`src/rtl/blkmove_pkg.sv`:
```
package blkmove_pkg;
    typedef enum logic [1:0] {
        BM_IDLE = 2'd0,
        BM_RD   = 2'd1,
        BM_WR   = 2'd2,
        BM_FIN  = 2'd3
    } bm_state_e;
endpackage

```
`src/rtl/blkmove_stepper.sv`:
```
// Steps an offset by one in the selected direction, wrapping within W bits.
module blkmove_stepper #(
    parameter int W = 16
) (
    input  logic [W-1:0] cur,
    input  logic         up,
    output logic [W-1:0] nxt
);
    localparam logic [W-1:0] ONE = W'(1);

    always_comb begin
        nxt = up ? (cur + ONE) : (cur - ONE);
    end
endmodule

```
`src/rtl/blkmove_addr.sv`:
```
// Forms the full byte address from bank and offset for the current phase.
module blkmove_addr #(
    parameter int BANK_W = 8,
    parameter int OFF_W  = 16,
    localparam int ADDR_W = BANK_W + OFF_W
) (
    input  logic              wr_phase,
    input  logic [BANK_W-1:0] sbank,
    input  logic [BANK_W-1:0] dbank,
    input  logic [OFF_W-1:0]  soff,
    input  logic [OFF_W-1:0]  doff,
    output logic [ADDR_W-1:0] addr
);
    always_comb begin
        addr = wr_phase ? {dbank, doff} : {sbank, soff};
    end
endmodule

```
`src/rtl/blkmove_engine.sv`:
```
module blkmove_engine #(
    parameter int BANK_W = 8,
    parameter int OFF_W  = 16,
    localparam int ADDR_W = BANK_W + OFF_W
) (
    input  logic              clk,
    input  logic              rst_n,
    input  logic              start,
    input  logic              dir_up,
    input  logic [BANK_W-1:0] src_bank,
    input  logic [BANK_W-1:0] dst_bank,
    input  logic [OFF_W-1:0]  cnt_in,
    input  logic [OFF_W-1:0]  src_in,
    input  logic [OFF_W-1:0]  dst_in,
    output logic [ADDR_W-1:0] mem_addr,
    output logic              mem_re,
    output logic              mem_we,
    output logic [7:0]        mem_wdata,
    input  logic [7:0]        mem_rdata,
    output logic              busy,
    output logic              done,
    output logic [OFF_W-1:0]  cnt_out,
    output logic [OFF_W-1:0]  src_out,
    output logic [OFF_W-1:0]  dst_out,
    output logic [BANK_W-1:0] dbank_out
);
    import blkmove_pkg::*;

    localparam logic [OFF_W-1:0] CNT_ONE = OFF_W'(1);

    typedef struct packed {
        bm_state_e         st;
        logic              up;
        logic [BANK_W-1:0] sbank;
        logic [BANK_W-1:0] tbank;
        logic [BANK_W-1:0] dbr;
        logic [OFF_W-1:0]  cnt;
        logic [OFF_W-1:0]  soff;
        logic [OFF_W-1:0]  doff;
    } ctx_t;

    ctx_t ctx_d, ctx_q;

    // Offset steppers: lane 0 is the source offset, lane 1 the destination.
    logic [OFF_W-1:0] off_cur [2];
    logic [OFF_W-1:0] off_nxt [2];

    assign off_cur[0] = ctx_q.soff;
    assign off_cur[1] = ctx_q.doff;

    for (genvar g = 0; g < 2; g++) begin : g_step
        blkmove_stepper #(.W(OFF_W)) step_i (
            .cur (off_cur[g]),
            .up  (ctx_q.up),
            .nxt (off_nxt[g])
        );
    end

    blkmove_addr #(.BANK_W(BANK_W), .OFF_W(OFF_W)) addr_i (
        .wr_phase (ctx_q.st == BM_WR),
        .sbank    (ctx_q.sbank),
        .dbank    (ctx_q.tbank),
        .soff     (ctx_q.soff),
        .doff     (ctx_q.doff),
        .addr     (mem_addr)
    );

    always_comb begin
        ctx_d = ctx_q;
        unique case (ctx_q.st)
            BM_IDLE: begin
                if (start) begin
                    ctx_d.st    = BM_RD;
                    ctx_d.up    = dir_up;
                    ctx_d.sbank = src_bank;
                    ctx_d.tbank = dst_bank;
                    ctx_d.cnt   = cnt_in;
                    ctx_d.soff  = src_in;
                    ctx_d.doff  = dst_in;
                end
            end
            BM_RD: begin
                ctx_d.st = BM_WR;
            end
            BM_WR: begin
                ctx_d.soff = off_nxt[0];
                ctx_d.doff = off_nxt[1];
                ctx_d.cnt  = ctx_q.cnt - CNT_ONE;
                if (ctx_q.cnt == '0) begin
                    ctx_d.st  = BM_FIN;
                    ctx_d.dbr = ctx_q.tbank;
                end else begin
                    ctx_d.st = BM_RD;
                end
            end
            BM_FIN: begin
                ctx_d.st = BM_IDLE;
            end
            default: ctx_d.st = BM_IDLE;
        endcase
    end

    always_ff @(posedge clk) begin
        if (!rst_n) begin
            ctx_q <= '{st: BM_IDLE, default: '0};
        end else begin
            ctx_q <= ctx_d;
        end
    end

    assign mem_re    = (ctx_q.st == BM_RD);
    assign mem_we    = (ctx_q.st == BM_WR);
    assign mem_wdata = mem_rdata;
    assign busy      = (ctx_q.st != BM_IDLE);
    assign done      = (ctx_q.st == BM_FIN);
    assign cnt_out   = ctx_q.cnt;
    assign src_out   = ctx_q.soff;
    assign dst_out   = ctx_q.doff;
    assign dbank_out = ctx_q.dbr;
endmodule

```
`config.mk`:
```
export PLATFORM = sky130hd
export DESIGN_NAME = blkmove_engine
export DESIGN_NICKNAME = d
export VERILOG_FILES = /design/src/rtl/blkmove_pkg.sv /design/src/rtl/blkmove_stepper.sv /design/src/rtl/blkmove_addr.sv /design/src/rtl/blkmove_engine.sv
export SDC_FILE = /design/constraint.sdc
export NUM_CORES = 1
export LEC_CHECK = 0
export ABC_AREA = 1
export BUFFER_PORTS_ARGS = -buffer_cell sky130_fd_sc_hd__buf_2
export CORE_MARGIN = 3
export CORE_UTILIZATION = 58
export CTS_CLUSTER_SIZE = 28
export DETAILED_ROUTE_END_ITERATION = 7
export PLACE_DENSITY = 0.88
export SYNTH_ARGS = -nofsm -noshare
export SYNTH_HDL_FRONTEND = slang
export SYNTH_SLANG_ARGS = --single-unit
export TNS_END_PERCENT = 30
```
`constraint.sdc`:
```
create_clock -name clk -period 5 [get_ports clk]
set_input_delay 0.25 -clock clk [delete_from_list [all_inputs] [get_ports clk]]
set_output_delay 0.25 -clock clk [all_outputs]
set_load 0.005 [all_outputs]
```
; ---- Yosys cells after proc, flatten, opt, wreduce, memory -nomap -nowiden
; Cells that the tools add are included.
[word_totals]
regBits = 75
input_bits = 76
output_inout_bits = 92
word_cells = 32
[op_classes]
add_sub_neg = 5
eq_ne = 4
n_mux = 8
n_reduce_logical = 7
[op_table]
columns = cell, n
row1 = one-hot mux 48 bit (2 select lines), 1
row2 = 2-to-1 mux 48 bit, 1
row3 = "subtractor 16 x 1 -> 16 bit, second input constant", 3
row4 = "adder 16 x 1 -> 16 bit, second input constant", 2
row5 = 2-to-1 mux 16 bit, 2
row6 = 2-to-1 mux 24 bit, 1
row7 = 2-to-1 mux 19 bit, 1
row8 = logical NOT 16 bit, 1
row9 = one-hot mux 2 bit (4 select lines), 1
row10 = AND reduction 2 bit, 3
row11 = "equality test 2 bit, second input constant", 2
row12 = nonzero test 2 bit, 2
row13 = "equality test 2 x 1 -> 1 bit, second input constant", 1
row14 = logical NOT 2 bit, 1
row15 = 2-to-1 mux 2 bit, 1
row16 = "!= test 2 bit, second input constant", 1

; ---- Longest topological paths before layout
; Gate-level depths: netlist of run 1.
[depth]
depth_word = 3
depth_mapped = 12
mapped_depth_nobuf = 12

; ---- Cells and area by module
; A second synthesis of run 1 with hierarchy kept.
[hier_totals]
cells_unflattened = 994
hier_area_um2 = 6209.7
[by_module_without_submodules]
columns = module, n_inst, cells_per_inst, area_per_inst_um2, seq_area_each_um2
row1 = blkmove_engine, 1, 558, 3871.2, 1501.4
row2 = blkmove_stepper (g_step[0].step_i), 1, 179, 989.7, 0.0
row3 = blkmove_stepper (g_step[1].step_i), 1, 179, 974.7, 0.0
row4 = blkmove_addr, 1, 78, 374.1, 0.0

; ---- Worst setup path before layout of run 1
; Ideal clock, no wire load.
[synth_timing]
path_type = register to register
from = register ctx_q[72] (netlist name)
to = register ctx_q (netlist bit src_out[11])
setup_ns = 0.132
arrival_ns = 2.011
t_required_ns = 4.868
setup_slack_ns = 2.857
path_stages_with_launch = 12
n_path_buf = 0
period_less_slack_ns = 2.143
cell_sequence = dfxtp_1 > inv_1 > ha_1 > or2_1 > nand3_1 > nand2_1 > nand2_1 > nand2_1 > nand2_1 > nand3_1 > nand2_1 > a21oi_1
[synth_between]
elab_chain_cells = 2
[synth_rtl]
columns = element, line
row1 = start: declaration, blkmove_engine.sv:42  ; ctx_t ctx_d, ctx_q;
row2 = start signal: assignment, blkmove_engine.sv:107  ; ctx_q <= ctx_d;
row3 = 2-to-1 mux 16 bit, blkmove_stepper.sv:12  ; nxt = up ? (cur + ONE) : (cur - ONE);
row4 = one-hot mux 48 bit (2 select lines), blkmove_engine.sv:70  ; unique case (ctx_q.st)
; Every way passes these cells.
; A chain may end at the register's enable or synchronous reset.

; ---- Final worst setup path of run 1
[layout_timing]
from = register ctx_q[74] (netlist name)
to = register ctx_q (netlist bit cnt_out[0])
[layout_between]
elab_chain_cells = 3
word_cells_on_any_way = 6
cone_classes = eq/ne (2) / mux (1) / reduce/logical (3)
[layout_rtl]
columns = element, line
row1 = equality test 2 bit or logical NOT 2 bit (tied branches), blkmove_engine.sv:70
row2 = nonzero test 2 bit (no line) or != test 2 bit (tied branches), n/a
row3 = AND reduction 2 bit (no line), n/a
; Parallel ways exist; a longest one is shown, timed or not.

==> load_flow_metrics.sql, run 1 <==
INSERT INTO impl_metrics (metric_group, metric, value, unit) VALUES
('power_and_ir_drop', 'combinationalPowerShare', '0.412', ''),
('timing', 'clock_skew', '0.01848', 'ns'),
('global_routing', 'groute.layer.met2.usage', '0.4374', ''),
('die', 'die_area', '11560', 'µm²'),
('critical_path', 'worstPathArrival', '3.32', 'ns'),
('critical_path', 'worst_setup_sp', 'ctx_q[74]$_SDFFE_PN0P_', ''),
('clock_network', 'clk_latency', '0.37', 'ns'),
('synth', 'syn-instance-count', '973', ''),
('global_routing', 'busiest_layer', 'met2', ''),
('die', 'ios', '168', ''),
('detailed_routing', 'dr_total_vias', '6231', ''),
('power_and_ir_drop', 'switching_pwr', '858.6', 'µW'),
('clock_network', 'postCtsResizedCells', '0', ''),
('die', 'initial_utilization', '0.6033', ''),
('placed_design', 'placement.io_buffers', '151', ''),
('clock_network', 'post_cts_buffers', '0', ''),
('timing', 'max_freq', '328.7', 'MHz'),
('global_routing', 'wire_length_of_the_first_global_routing_pass', '24.88', 'mm'),
('status', 'outcome', 'complete, no violations', ''),
('clock_network', 'cts.sinks', '75', ''),
('critical_path', 'timing.reg2reg.worst_path_depth', '7', ''),
('detailed_routing', 'final_wl', '15.83', 'mm'),
('power_and_ir_drop', 'power.density_cell_area', '313.4', 'nW/µm²'),
('min_path', 'min_delay_path_depth', '3', ''),
('synth', 'yosys_warnings', '0', ''),
('min_path', 'hold_end', 'ctx_q[68]$_SDFFE_PN0P_', ''),
('synth', 'yosys_register_bits', '75', ''),
('global_routing', 'maximum_number_of_pins_on_one_net_before_global_route_repair', '65', ''),
('power_and_ir_drop', 'power.sequential.fraction', '0.356', ''),
('timing', 'period_share', '0.6085', ''),
('global_routing', 'gr-usage-met1', '0.3455', ''),
('die', 'die_y', '107.5', 'µm'),
('power_and_ir_drop', 'clock_power_share', '0.232', ''),
('timing', 'tightest_slew', '1.137', 'ns'),
('critical_path', 'setup.worst_path.class', 'flip-flop to flip-flop', ''),
('timing', 'final_setup_violation_count', '0', ''),
('critical_path', 'cp.required', '5.28', 'ns'),
('final_layout', 'fillCellCount', '939', ''),
('detailed_routing', 'routed_wire_length_per_instance', '13.45', 'µm'),
('critical_path', 'r2r_start', 'ctx_q[74]$_SDFFE_PN0P_', ''),
('clock_network', 'cts.root.buffer_cell', 'sky130_fd_sc_hd__clkbuf_8', ''),
('timing', 'relSlewSlack', '0.2412', ''),
('critical_path', 'setup.worst_path.start_class', 'flip-flop', ''),
('power_and_ir_drop', 'reported_leakage_power', '0.003527', 'µW'),
('critical_path', 'endpoint_kind', 'flip-flop', ''),
('synth', 'synth-seq-area-share', '0.2512', ''),
('clock_network', 'cts_max_level', '3', ''),
('synth', 'netlist_area', '5978', 'µm²'),
('placed_design', 'post-place-cells', '1161', ''),
('power_and_ir_drop', 'power.ir.vdd_worst', '0.0001485', 'V'),
('critical_path', 'worst_case_register_to_register_setup_slack', '1.96', 'ns'),
('clock_network', 'ctsHoldBuffers', '0', ''),
('detailed_routing', 'vias_per_cell', '5.294', ''),
('die', 'die_x', '107.5', 'µm'),
('synth', 'synth.avg_cell_area', '6.144', 'µm²'),
('min_path', 'min-delay-path-class', 'input port to flip-flop', ''),
('detailed_routing', 'route.antenna.remaining_nets', '0', ''),
('synth', 'yosys.cell_types.count', '37', ''),
('final_layout', 'finish.cell_count_without_fillers', '1177', ''),
('final_layout', 'finalCoreUtilization', '0.6496', ''),
('timing', 'setup_repair_after_global_routing_missed_its_margin', 'no', ''),
('critical_path', 'worst-path-max-fanout', '64', ''),
('clock_network', 'cts_tree', 'built', ''),
('synth', 'synthesis.nets', '1081', ''),
('global_routing', 'grt_pass1_vias', '5341', ''),
('timing', 'drv_slew', '0', ''),
('final_layout', 'drive_above_1_share', '0.1820', ''),
('die', 'placeableCoreArea', '9910', 'µm²'),
('timing', 'report.final.hold_viol_count', '0', ''),
('final_layout', 'fin_nets', '1147', ''),
('global_routing', 'grt_use_total', '0.2648', '');
[power groups by stage]
stage / logic, µW / clock network, µW / registers, µW
5_1_grt: 950 / 494 / 725
3_3_place_gp: 801 / 0 / 729
2_1_floorplan: 681 / 0 / 706
6_report: 832 / 468 / 718
4_1_cts: 825 / 473 / 716
3_5_place_dp: 818 / 0 / 730
[state kept, by name, summed over array words and instances, names as in the netlist]
signal	cells
ctx_q	19
dst_out	16
src_out	16
cnt_out	16
dbank_out	8
[cell families (layout without fill, tap and decap cells)]
| family | after synthesis | in the layout | share of synthesized area |
|---|---|---|---|
| buffers and inverters | 216 | 287 | 0.1865 |
| AO/OA/AOI/OAI | 174 | 174 | 0.1578 |
| AND/OR/NAND/NOR | 464 | 464 | 0.3175 |
| flip-flops | 75 | 75 | 0.2512 |
| adder cells (fa/ha/maj) | 32 | 32 | 0.06949 |
| XOR/XNOR | 12 | 12 | 0.01758 |
[cell usage after synthesis, drive strengths merged]
master  instances  area (µm²)
or2             3       18.77
nand4           6       37.54
nand2         281        1057
nor2          108       432.9
a221oi          1       15.01
ha             30       375.4
nand3b          2       15.01
clkbuf         13       48.80
o21ai          65       325.3
a21oi          81       409.1
clkinv          1       5.000
xnor2           3       26.28
nor3           10       55.05
fa              2       40.04
buf            86       625.6
o22ai           7       43.79
and2            1       6.260
o211ai          4       30.03
dfxtp          75        1501
o31ai           1       7.510
inv           116       435.4
a211oi          6       45.04
nand3          53       275.3
xor2            9       78.83
o21a            9       67.56
[final cells by class]
type / count / area (µm²) / area share
multi-input cells: 682 / 3362 / 0.5223
flip-flops and latches: 75 / 1501 / 0.2332
repair buffers: 154 / 778.2 / 0.1209
inverters: 117 / 440.4 / 0.06842
well taps: 133 / 166.4 / 0.02585
clock buffers: 9 / 123.9 / 0.01924
clock inverters: 7 / 65.06 / 0.01011
[per-stage QoR]
step	setup WS, ns	hold WS [ns]
finish	1.958	0.1236
global route	1.678	0.1374
CTS	1.971	0.1213
detailed placement	2.021	0.4496
global placement	2.072	0.4436
floorplan	2.857	0.3884
[critical path: stages, from the launching register on]
cell,delay [ns]
sky130_fd_sc_hd__dfxtp_1,0.86
sky130_fd_sc_hd__nand2_2,0.13
sky130_fd_sc_hd__inv_2,0.84
sky130_fd_sc_hd__nor2_4,0.31
sky130_fd_sc_hd__inv_2,0.46
sky130_fd_sc_hd__o21ai_0,0.13
sky130_fd_sc_hd__o21ai_0,0.16
sky130_fd_sc_hd__inv_1,0.05
[layout by cell type (no fill, tap or decap), types with 3 or more instances in the layout]
cell / synthesis / final
sky130_fd_sc_hd__nand2_1: 280 / 280
sky130_fd_sc_hd__buf_2: 14 / 151
sky130_fd_sc_hd__inv_1: 111 / 111
sky130_fd_sc_hd__nor2_1: 101 / 101
sky130_fd_sc_hd__a21oi_1: 80 / 80
sky130_fd_sc_hd__dfxtp_1: 75 / 75
sky130_fd_sc_hd__o21ai_0: 62 / 62
sky130_fd_sc_hd__nand3_1: 51 / 51
sky130_fd_sc_hd__ha_1: 30 / 30
sky130_fd_sc_hd__xor2_1: 9 / 9
sky130_fd_sc_hd__nor3_1: 9 / 9
sky130_fd_sc_hd__o21a_1: 9 / 9
sky130_fd_sc_hd__clkbuf_8: 0 / 9
sky130_fd_sc_hd__o22ai_1: 7 / 7
sky130_fd_sc_hd__nand4_1: 6 / 6
sky130_fd_sc_hd__a211oi_1: 6 / 6
sky130_fd_sc_hd__inv_2: 5 / 5
sky130_fd_sc_hd__nor2_2: 5 / 5
sky130_fd_sc_hd__o211ai_1: 4 / 4
sky130_fd_sc_hd__xnor2_1: 3 / 3
sky130_fd_sc_hd__o21ai_1: 3 / 3
sky130_fd_sc_hd__inv_6: 0 / 3
sky130_fd_sc_hd__buf_4: 64 / 3
[metal layers]
metal | wire [µm] | vias to the layer above
met5 | 0 | -
met4 | 394 | 0
met3 | 1142 | 32
met2 | 7384 | 215
met1 | 6905 | 2816
li1 | - | 3168
[how the worst max path moves through the flow]
stage                                     endpoint  slack [ns]
after floorplan           src_out[11]$_SDFFE_PN0P_        2.86
after global placement     cnt_out[0]$_SDFFE_PN0P_        2.07
after detailed placement   cnt_out[0]$_SDFFE_PN0P_        2.02
after CTS                  cnt_out[0]$_SDFFE_PN0P_        1.97
after global routing       cnt_out[0]$_SDFFE_PN0P_        1.68
final                      cnt_out[0]$_SDFFE_PN0P_        1.96
No activity file was read; power rests on OpenSTA's default activity.
==> run 2: changes to the inputs <==
- ABC_AREA: 1 -> 0
- CORE_UTILIZATION: 58 -> 47
- PLACE_DENSITY: 0.88 -> 0.77
- clock period: 5 -> 2.5 ns (I/O delays scaled with it)
==> run 2 against run 1 <==
Register-to-register slack got worse by 1.8 ns. Setup slack got worse by 1.8 ns. Final cell count decreased by 19%. Flip-flop and latch count unchanged. Via count decreased by 15%. Synthesized area decreased by 9.5%. Combinational power increased by 59%. Non-clock buffer count increased by 22. Clock power increased to 2.9 times the previous value. Die area increased by 11%. Critical path depth increased by 2. Clock-buffer cell count unchanged. Largest cell class unchanged.
==> load_flow_metrics.sql, run 2 <==
INSERT INTO impl_metrics (metric_group, metric, value, unit) VALUES
('synth', 'synth_top_area_share', '0.2775', ''),
('synth', 'yosys_register_bits', '75', ''),
('clock_network', 'cts.root.buffer_cell', 'sky130_fd_sc_hd__clkbuf_16', ''),
('synth', 'compound_cell_area_share_of_the_yosys_netlist', '0.2315', ''),
('power_and_ir_drop', 'power.density_cell_area', '652.8', 'nW/µm²'),
('synth', 'post_synth_mux_area_share', '0.02798', ''),
('placed_design', 'gp_routability_congestion', '0.9043', ''),
('synth', 'yosys.cell_types.count', '62', ''),
('synth', 'synth.top_cells.by_count', 'sky130_fd_sc_hd__nand2_1, sky130_fd_sc_hd__dfxtp_1, sky130_fd_sc_hd__buf_4', ''),
('die', 'die_x', '113.3', 'µm'),
('synth', 'synthesis.nets', '828', ''),
('timing', 'report.final.hold_viol_count', '0', ''),
('final_layout', 'fin_nets', '914', ''),
('timing', 'relSlewSlack', '0.5552', ''),
('detailed_routing', 'vias_per_cell', '5.571', ''),
('timing', 'clock_skew', '0.008544', 'ns'),
('detailed_routing', 'final_wl', '14.99', 'mm'),
('clock_network', 'clkSlewWorstSetupHoldPaths', '0.06', 'ns'),
('final_layout', 'fillCellCount', '1049', ''),
('global_routing', 'grt_ovf', '0', ''),
('clock_network', 'ctsHoldBuffers', '0', ''),
('synth', 'yosys.cell_count.top_type', 'sky130_fd_sc_hd__nand2_1', ''),
('clock_network', 'cts_buffers', '9', ''),
('die', 'die_area', '12830', 'µm²'),
('global_routing', 'grt_use_total', '0.2246', ''),
('critical_path', 'endpoint_kind', 'flip-flop', ''),
('synth', 'ys_async_sr_fraction', '0', ''),
('detailed_routing', 'drcViolationCount', '0', ''),
('clock_network', 'cts_tree', 'built', ''),
('critical_path', 'cp_cell_sequence', 'clkinvlp_4 > buf_4 > ha_1 > a211oi_1 > o21ai_1 > o211ai_2 > nor3_1 > or4_1 > a31oi_1', ''),
('final_layout', 'multi_input_comb_area', '3252', 'µm²'),
('clock_network', 'post_cts_buffers', '0', ''),
('critical_path', 'setup.worst_path.class', 'flip-flop to flip-flop', ''),
('die', 'placeableCoreArea', '11030', 'µm²'),
('min_path', 'min-delay-path-class', 'input port to flip-flop', ''),
('global_routing', 'maximum_number_of_pins_on_one_net_before_global_route_repair', '62', ''),
('detailed_routing', 'violation_count_after_the_first_detailed_route_iteration', '395', ''),
('die', 'ios', '168', ''),
('status', 'outcome', 'complete, no violations', ''),
('synth', 'synth.avg_cell_area', '7.514', 'µm²'),
('global_routing', 'wire_length_of_the_first_global_routing_pass', '23.66', 'mm'),
('placed_design', 'placement.io_buffers', '151', ''),
('synth', 'synth-seq-area-share', '0.2775', ''),
('critical_path', 'timing.critical_path.slowest_stage_cell', 'sky130_fd_sc_hd__or4_1', ''),
('synth', 'netlist_area', '5410', 'µm²'),
('clock_network', 'maximum_buffer_depth_of_the_clock_tree', '2', ''),
('final_layout', 'leading_cell_type_in_the_layout_fill_and_taps_excluded', 'sky130_fd_sc_hd__buf_2', ''),
('placed_design', 'detailed_placement_wirelength_estimate', '10.82', 'mm'),
('global_routing', 'grt_antenna_before_repair', '0', ''),
('synth', 'share_of_synthesized_cell_area_in_full_adder_half_adder_and_majority_cells', '0.07678', ''),
('run', 'max-cap-violations', '0', ''),
('detailed_routing', 'route.antenna.remaining_nets', '0', ''),
('synth', 'synth-edff-count', '0', ''),
('timing', 'final_setup_violation_count', '0', ''),
('synth', 'yosys_warnings', '0', ''),
('timing', 'finalWorstPathRequiredPeriod', '2.349', 'ns'),
('critical_path', 'worst_case_register_to_register_setup_slack', '0.15', 'ns'),
('synth', 'post_synth_xor_area_fraction', '0.03238', ''),
('timing', 'max_freq', '425.8', 'MHz'),
('critical_path', 'r2r_start', 'ctx_q[72]$_SDFFE_PN0P_', ''),
('final_layout', 'layout.cells.most_common_list', 'sky130_fd_sc_hd__buf_2, sky130_fd_sc_hd__nand2_1, sky130_fd_sc_hd__dfxtp_1', ''),
('detailed_routing', 'routed_wire_length_per_instance', '15.77', 'µm'),
('final_layout', 'layout.area.seq', '1503', 'µm²'),
('die', 'die_y', '113.3', 'µm'),
('global_routing', 'grt_pass1_vias', '4827', ''),
('critical_path', 'cp.required', '2.76', 'ns'),
('timing', 'tightest_slew', '0.6671', 'ns'),
('critical_path', 'worstPathArrival', '2.61', 'ns'),
('final_layout', 'finalCoreUtilization', '0.5669', ''),
('final_layout', 'drive_above_1_share', '0.2540', ''),
('detailed_routing', 'detailedRoute.firstPassIterationCount', '5', ''),
('timing', 'period_share', '0.9395', ''),
('die', 'initial_utilization', '0.4905', ''),
('detailed_routing', 'dr_total_vias', '5298', ''),
('clock_network', 'postCtsResizedCells', '0', ''),
('critical_path', 'regToRegEndpoint', 'dst_out[15]$_SDFFE_PN0P_', ''),
('power_and_ir_drop', 'power.ir.vdd_worst', '0.0004182', 'V'),
('critical_path', 'setup.worst_path.start_class', 'flip-flop', ''),
('critical_path', 'critical-path-max-stage-delay', '0.47', 'ns'),
('timing', 'drv_slew', '0', ''),
('final_layout', 'area.growth.synth_to_final', '15.59', '%'),
('synth', 'post_synth_main_area_contributors', 'sky130_fd_sc_hd__dfxtp_1, sky130_fd_sc_hd__nand2_1, sky130_fd_sc_hd__buf_4', ''),
('clock_network', 'cts.sinks', '75', ''),
('die', 'std_cell_rows', '38', ''),
('critical_path', 'worst-path-max-fanout', '6', ''),
('power_and_ir_drop', 'reported_leakage_power', '0.002994', 'µW'),
('synth', 'synthFlopType', 'sky130_fd_sc_hd__dfxtp_1', ''),
('timing', 'fin_setup_tns', '0', 'ns'),
('final_layout', 'flip_flop_count_of_the_largest_register_after_layout', '19', ''),
('final_layout', 'max_flop_register', 'ctx_q', ''),
('synth', 'synthDominantAreaCellType', 'sky130_fd_sc_hd__dfxtp_1', ''),
('timing', 'setup_repair_after_global_routing_missed_its_margin', 'no', ''),
('clock_network', 'cts_max_level', '3', ''),
('synth', 'dominant_combinational_cell_family_by_area_after_synthesis', 'compound AO/OA/AOI/OAI gates', ''),
('critical_path', 'timing.reg2reg.worst_path_depth', '9', ''),
('clock_network', 'clk_latency', '0.34', 'ns'),
('critical_path', 'worst_setup_sp', 'ctx_q[72]$_SDFFE_PN0P_', ''),
('synth', 'post_synth_and_or_nand_nor_area_fraction', '0.2292', ''),
('synth', 'syn-instance-count', '720', ''),
('critical_path', 'endpoint', 'dst_out[15]$_SDFFE_PN0P_', ''),
('final_layout', 'ant_diodes', '0', '');
run 2: cell types whose count changed after synthesis, sizes merged, moves of 14 or more:
cell / delta
a21boi: +22
a21oi: -27
buf: -17
clkbuf: +19
inv: -102
mux2i: +14
nand2: -132
nand3: -43
nor2: -67
nor2b: +15
o21ai: -30
o221ai: +16
run 2: cell type report:
| type | instances | area share |
|---|---|---|
| Clock inverter | 7 | 0.01321 |
| Timing Repair Buffer | 176 | 0.1535 |
| Sequential cell | 75 | 0.2403 |
| Clock buffer | 9 | 0.03601 |
| Multi-Input combinational cell | 530 | 0.5200 |
| Tap cell | 140 | 0.02801 |
| Inverter | 14 | 0.009004 |
run 2: routing by layer:
layer  track usage  vias to the layer above  routed length [µm]
met4       0.06250                        0                 233
met2        0.3827                      195                7060
met5             0                        -                   0
met1        0.2948                     2433                6758
li1              -                     2647                   -
met3       0.03529                       23                 941
run 2: worst max-delay path, delay by kind of cell (launching register included):
family | cells | cell delay, ns
flops | 1 | 0.35
simple gates | 2 | 0.56
compound gates | 4 | 0.84
buf+inv | 2 | 0.25
fa+ha+maj | 1 | 0.28
run 2: kinds of logic (layout without fill, tap and decap cells):
family          after synthesis  in the layout
fa+ha+maj                    32             32
flops                        75             75
compound gates              190            190
xor+xnor                     20             20
buf+inv                     115            206
simple gates                273            273
mux                          15             15
run 2: worst min path at each step:
stage,cells after the start,end,from
detailed placement,0,mem_wdata[0],mem_rdata[0]
CTS,3,ctx_q[64]$_SDFFE_PN0P_,src_bank[0]
global placement,0,mem_wdata[0],mem_rdata[0]
finish,3,ctx_q[64]$_SDFFE_PN0P_,src_bank[0]
global route,3,ctx_q[63]$_SDFFE_PN0P_,dst_bank[7]
floorplan,2,ctx_q[72]$_SDFFE_PN0P_,dir_up
run 2: where the power goes:
| part | leakage (µW) | internal, µW | switching [µW] |
|---|---|---|---|
| clock | 0.000145 | 791 | 561 |
| sequential | 0.000618 | 1290 | 120 |
| combinational | 0.00223 | 596 | 723 |
| total | 0.00299 | 2680 | 1400 |
run 2: stage by stage:
step / area [µm²] / hold slack [ns] / worst slack, ns / total power, µW / std cells
after floorplan: 5428 / 0.2624 / -0.06442 / 2416 / 720
after global placement: 5939 / 0.2500 / 0.1872 / 2724 / 935
after detailed placement: 5939 / 0.2500 / 0.1545 / 2734 / 935
after CTS: 6247 / 0.03977 / 0.1286 / 4096 / 951
after global routing: 6254 / 0.04048 / 0.04801 / 4322 / 951
final: 6254 / 0.03851 / 0.1514 / 4082 / 951
==> run 3: changes to the inputs <==
- CORE_UTILIZATION: 47 -> 48
- PLACE_DENSITY: 0.77 -> 0.78
- SYNTH_HIERARCHICAL: default -> 1
==> run 3 against run 2 <==
Sequential share of layout area down 1.7 points. Final cell count up 3.0%. Synthesized cell count up 3.3%. Flip-flop and latch count unchanged. Clock-buffer cell count up 1. Setup slack worse by 0.072 ns. Maximum frequency down 3.0%. Die area up 5.7%. Via count up 6.5%. Synthesized area up 8.3%. Register-to-register slack worse by 0.07 ns. First-iteration DRC count down 9.6%. Critical path type unchanged. Critical endpoint unchanged. Highest routed layer unchanged.
==> load_flow_metrics.sql, run 3 <==
INSERT INTO impl_metrics (metric_group, metric, value, unit) VALUES
('critical_path', 'worst-path-max-fanout', '7', ''),
('final_layout', 'multi_input_comb_area', '3611', 'µm²'),
('critical_path', 'timing.critical_path.buf_inv', '2', ''),
('synth', 'yosys.cell_count.top_type', 'sky130_fd_sc_hd__nand2_1', ''),
('detailed_routing', 'dr_total_vias', '5645', ''),
('power_and_ir_drop', 'overall_power_consumption', '4368', 'µW'),
('timing', 'setup_repair_after_global_routing_missed_its_margin', 'yes', ''),
('synth', 'synth-seq-area-share', '0.2562', ''),
('synth', 'yosys_register_bits', '75', ''),
('power_and_ir_drop', 'power.density_cell_area', '648.4', 'nW/µm²'),
('detailed_routing', 'vias_per_cell', '5.760', ''),
('final_layout', 'max_flop_register', 'ctx_q', ''),
('die', 'initial_utilization', '0.5025', ''),
('synth', 'ys_async_sr_fraction', '0', ''),
('placed_design', 'detailed_place.area', '6369', 'µm²'),
('detailed_routing', 'routed_wire_length_per_instance', '16.29', 'µm'),
('synth', 'synth.avg_cell_area', '7.877', 'µm²'),
('synth', 'synth-edff-count', '0', ''),
('final_layout', 'finalInstanceArea', '6736', 'µm²'),
('final_layout', 'ant_diodes', '0', ''),
('detailed_routing', 'detailedRoute.firstPassIterationCount', '5', ''),
('final_layout', 'fin_nets', '939', ''),
('timing', 'relSlewSlack', '0.5513', ''),
('global_routing', 'grt_use_total', '0.2346', ''),
('clock_network', 'cts_tree', 'built', ''),
('placed_design', 'placement.io_buffers', '151', ''),
('synth', 'synth.top_cells.by_count', 'sky130_fd_sc_hd__nand2_1, sky130_fd_sc_hd__dfxtp_1, sky130_fd_sc_hd__buf_4', ''),
('power_and_ir_drop', 'clock_power_share', '0.287', ''),
('detailed_routing', 'drcViolationCount', '0', ''),
('critical_path', 'worst_setup_sp', 'ctx_q[72]$_SDFFE_PN0P_', ''),
('critical_path', 'r2r_start', 'ctx_q[72]$_SDFFE_PN0P_', ''),
('timing', 'report.final.hold_viol_count', '0', ''),
('min_path', 'worstHoldStart', 'src_bank[4]', ''),
('timing', 'drv_slew', '0', ''),
('run', 'max-cap-violations', '0', ''),
('synth', 'post_synth_main_area_contributors', 'sky130_fd_sc_hd__dfxtp_1, sky130_fd_sc_hd__buf_4, sky130_fd_sc_hd__nand2_1', ''),
('global_routing', 'grt_pass1_vias', '5182', ''),
('final_layout', 'flip_flop_count_of_the_largest_register_after_layout', '19', ''),
('die', 'die_x', '116.5', 'µm'),
('critical_path', 'setup.worst_path.class', 'flip-flop to flip-flop', ''),
('final_layout', 'layout.cells.most_common_list', 'sky130_fd_sc_hd__buf_2, sky130_fd_sc_hd__nand2_1, sky130_fd_sc_hd__dfxtp_1', ''),
('final_layout', 'layout.area.seq', '1504', 'µm²'),
('die', 'ios', '168', ''),
('clock_network', 'cts_buffers', '9', ''),
('power_and_ir_drop', 'power.sequential.fraction', '0.325', ''),
('timing', 'final_setup_violation_count', '0', ''),
('final_layout', 'drive_above_1_share', '0.3106', ''),
('final_layout', 'fillCellCount', '1109', ''),
('timing', 'holdWs', '0.01383', 'ns'),
('status', 'outcome', 'complete, no violations', ''),
('global_routing', 'wire_length_of_the_first_global_routing_pass', '25.43', 'mm'),
('critical_path', 'timing.reg2reg.worst_path_depth', '9', ''),
('clock_network', 'cts.root.buffer_cell', 'sky130_fd_sc_hd__clkbuf_16', ''),
('synth', 'netlist_area', '5861', 'µm²'),
('synth', 'yosys.cell_types.count', '75', ''),
('timing', 'tightest_slew', '0.6720', 'ns'),
('synth', 'synthFlopType', 'sky130_fd_sc_hd__dfxtp_1', ''),
('final_layout', 'finalCoreUtilization', '0.5776', ''),
('synth', 'synth_top_area_share', '0.2562', ''),
('critical_path', 'cp_cell_sequence', 'clkinvlp_4 > buf_4 > ha_1 > a21o_1 > a221oi_1 > a21oi_1 > or3b_1 > nand2_1 > a311oi_1', ''),
('power_and_ir_drop', 'combinationalPowerShare', '0.387', ''),
('critical_path', 'endpoint_kind', 'flip-flop', ''),
('global_routing', 'grt_ovf', '0', ''),
('synth', 'synthesis.nets', '851', ''),
('timing', 'fin_setup_tns', '0', 'ns'),
('clock_network', 'clkSlewWorstSetupHoldPaths', '0.07', 'ns'),
('die', 'placeableCoreArea', '11660', 'µm²'),
('timing', 'max_freq', '413.2', 'MHz'),
('power_and_ir_drop', 'switching_pwr', '1589', 'µW'),
('clock_network', 'clk_latency', '0.35', 'ns'),
('critical_path', 'critical-path-top-delay-family', 'compound AO/OA/AOI/OAI gates', ''),
('power_and_ir_drop', 'power.share.switching', '0.3637', ''),
('power_and_ir_drop', 'internal_power', '2780', 'µW'),
('clock_network', 'maximum_buffer_depth_of_the_clock_tree', '2', ''),
('critical_path', 'endpoint', 'dst_out[15]$_SDFFE_PN0P_', ''),
('placed_design', 'detailed_placement_wirelength_estimate', '11.72', 'mm'),
('critical_path', 'worst_case_register_to_register_setup_slack', '0.08', 'ns'),
('die', 'std_cell_rows', '39', ''),
('clock_network', 'cts.sinks', '75', ''),
('critical_path', 'regToRegEndpoint', 'dst_out[15]$_SDFFE_PN0P_', ''),
('detailed_routing', 'violation_count_after_the_first_detailed_route_iteration', '357', ''),
('final_layout', 'leading_cell_type_in_the_layout_fill_and_taps_excluded', 'sky130_fd_sc_hd__buf_2', ''),
('timing', 'finalWorstPathRequiredPeriod', '2.420', 'ns'),
('die', 'die_area', '13570', 'µm²'),
('critical_path', 'path_depth', '9', ''),
('power_and_ir_drop', 'reported_leakage_power', '0.003061', 'µW'),
('detailed_routing', 'final_wl', '15.96', 'mm'),
('synth', 'synthDominantAreaCellType', 'sky130_fd_sc_hd__dfxtp_1', ''),
('global_routing', 'grt_antenna_before_repair', '0', ''),
('placed_design', 'gp_routability_congestion', '0.8994', ''),
('synth', 'yosys_warnings', '6', ''),
('die', 'die_y', '116.5', 'µm'),
('detailed_routing', 'route.antenna.remaining_nets', '0', ''),
('final_layout', 'area.growth.synth_to_final', '14.94', '%'),
('clock_network', 'cts_max_level', '3', ''),
('timing', 'clock_skew', '0.01067', 'ns'),
('power_and_ir_drop', 'power.ir.vdd_worst', '0.0003771', 'V'),
('min_path', 'min-delay-path-class', 'input port to flip-flop', ''),
('global_routing', 'maximum_number_of_pins_on_one_net_before_global_route_repair', '74', ''),
('critical_path', 'critical-path-max-stage-delay', '0.43', 'ns'),
('critical_path', 'setup.worst_path.start_class', 'flip-flop', ''),
('critical_path', 'cp.required', '2.71', 'ns'),
('critical_path', 'timing.critical_path.slowest_stage_cell', 'sky130_fd_sc_hd__a221oi_1', ''),
('critical_path', 'worstPathArrival', '2.63', 'ns'),
('synth', 'syn-instance-count', '744', ''),
('timing', 'period_share', '0.9681', '');
run 3: repair_timing:
action                                  CTS  global route
resized for setup                         1            15
buffers inserted                          0             4
endpoints found under the setup margin    3            14
pin swaps                                 0             3
hold buffers                              0             0
run 3: area by class of cell:
type | instances | area share
clock buffers | 10 | 0.03399
clock inverters | 6 | 0.007429
inverters | 19 | 0.01152
multi-input cells | 537 | 0.5360
flip-flops and latches | 75 | 0.2233
well taps | 143 | 0.02656
repair buffers | 190 | 0.1612
run 3: power groups by stage:
stage	Clock (µW)	Combinational, µW	Sequential (µW)
after floorplan	0	1290	1400
after global placement	0	1620	1440
after detailed placement	0	1630	1450
after CTS	1280	1640	1420
after global routing	1320	1880	1440
final	1250	1690	1420
run 3: kinds of logic after synthesis:
group,Yosys count,share of synthesized area
DFF,75,0.2562
buffers and inverters,132,0.1366
muxes,25,0.06063
adders and majority gates,31,0.06875
xor gates and xnor gates,21,0.03138
and+or+nand+nor,263,0.2131
AOI/OAI and AO/OA,197,0.2334
run 3: routing by layer:
layer / wire length (µm) / share of wire / global-route usage / vias up
li1: - / - / - / 2796
met1: 7020 / 0.44 / 0.3011 / 2595
met2: 7470 / 0.47 / 0.3829 / 235
met3: 1295 / 0.081 / 0.06632 / 19
met4: 176 / 0.011 / 0.07193 / 0
met5: 0 / 0 / 0 / -
run 3: worst min-delay path, delay by kind of cell:
kind | cells | cell delay, ns
buf+inv | 1 | 0.09
compound gates | 1 | 0.05
simple gates | 1 | 0.04
run 3: stage by stage:
step / instances / worst slack (ns)
after detailed placement: 960 / -0.001054
after global routing: 980 / -0.06531
after CTS: 976 / -0.02139
after floorplan: 744 / 0.05376
final: 980 / 0.07984
after global placement: 960 / 0.04116
run 3: how the worst min path moves through the flow:
stage                        endpoint  slack (ns)  depth (start not counted)
2_1_floorplan  ctx_q[69]$_SDFFE_PN0P_        0.26                          2
3_3_place_gp             mem_wdata[2]        0.25                          0
3_5_place_dp             mem_wdata[2]        0.25                          0
4_1_cts        ctx_q[68]$_SDFFE_PN0P_      0.0004                          3
5_1_grt        ctx_q[62]$_SDFFE_PN0P_       0.006                          3
6_report       ctx_q[68]$_SDFFE_PN0P_        0.01                          3
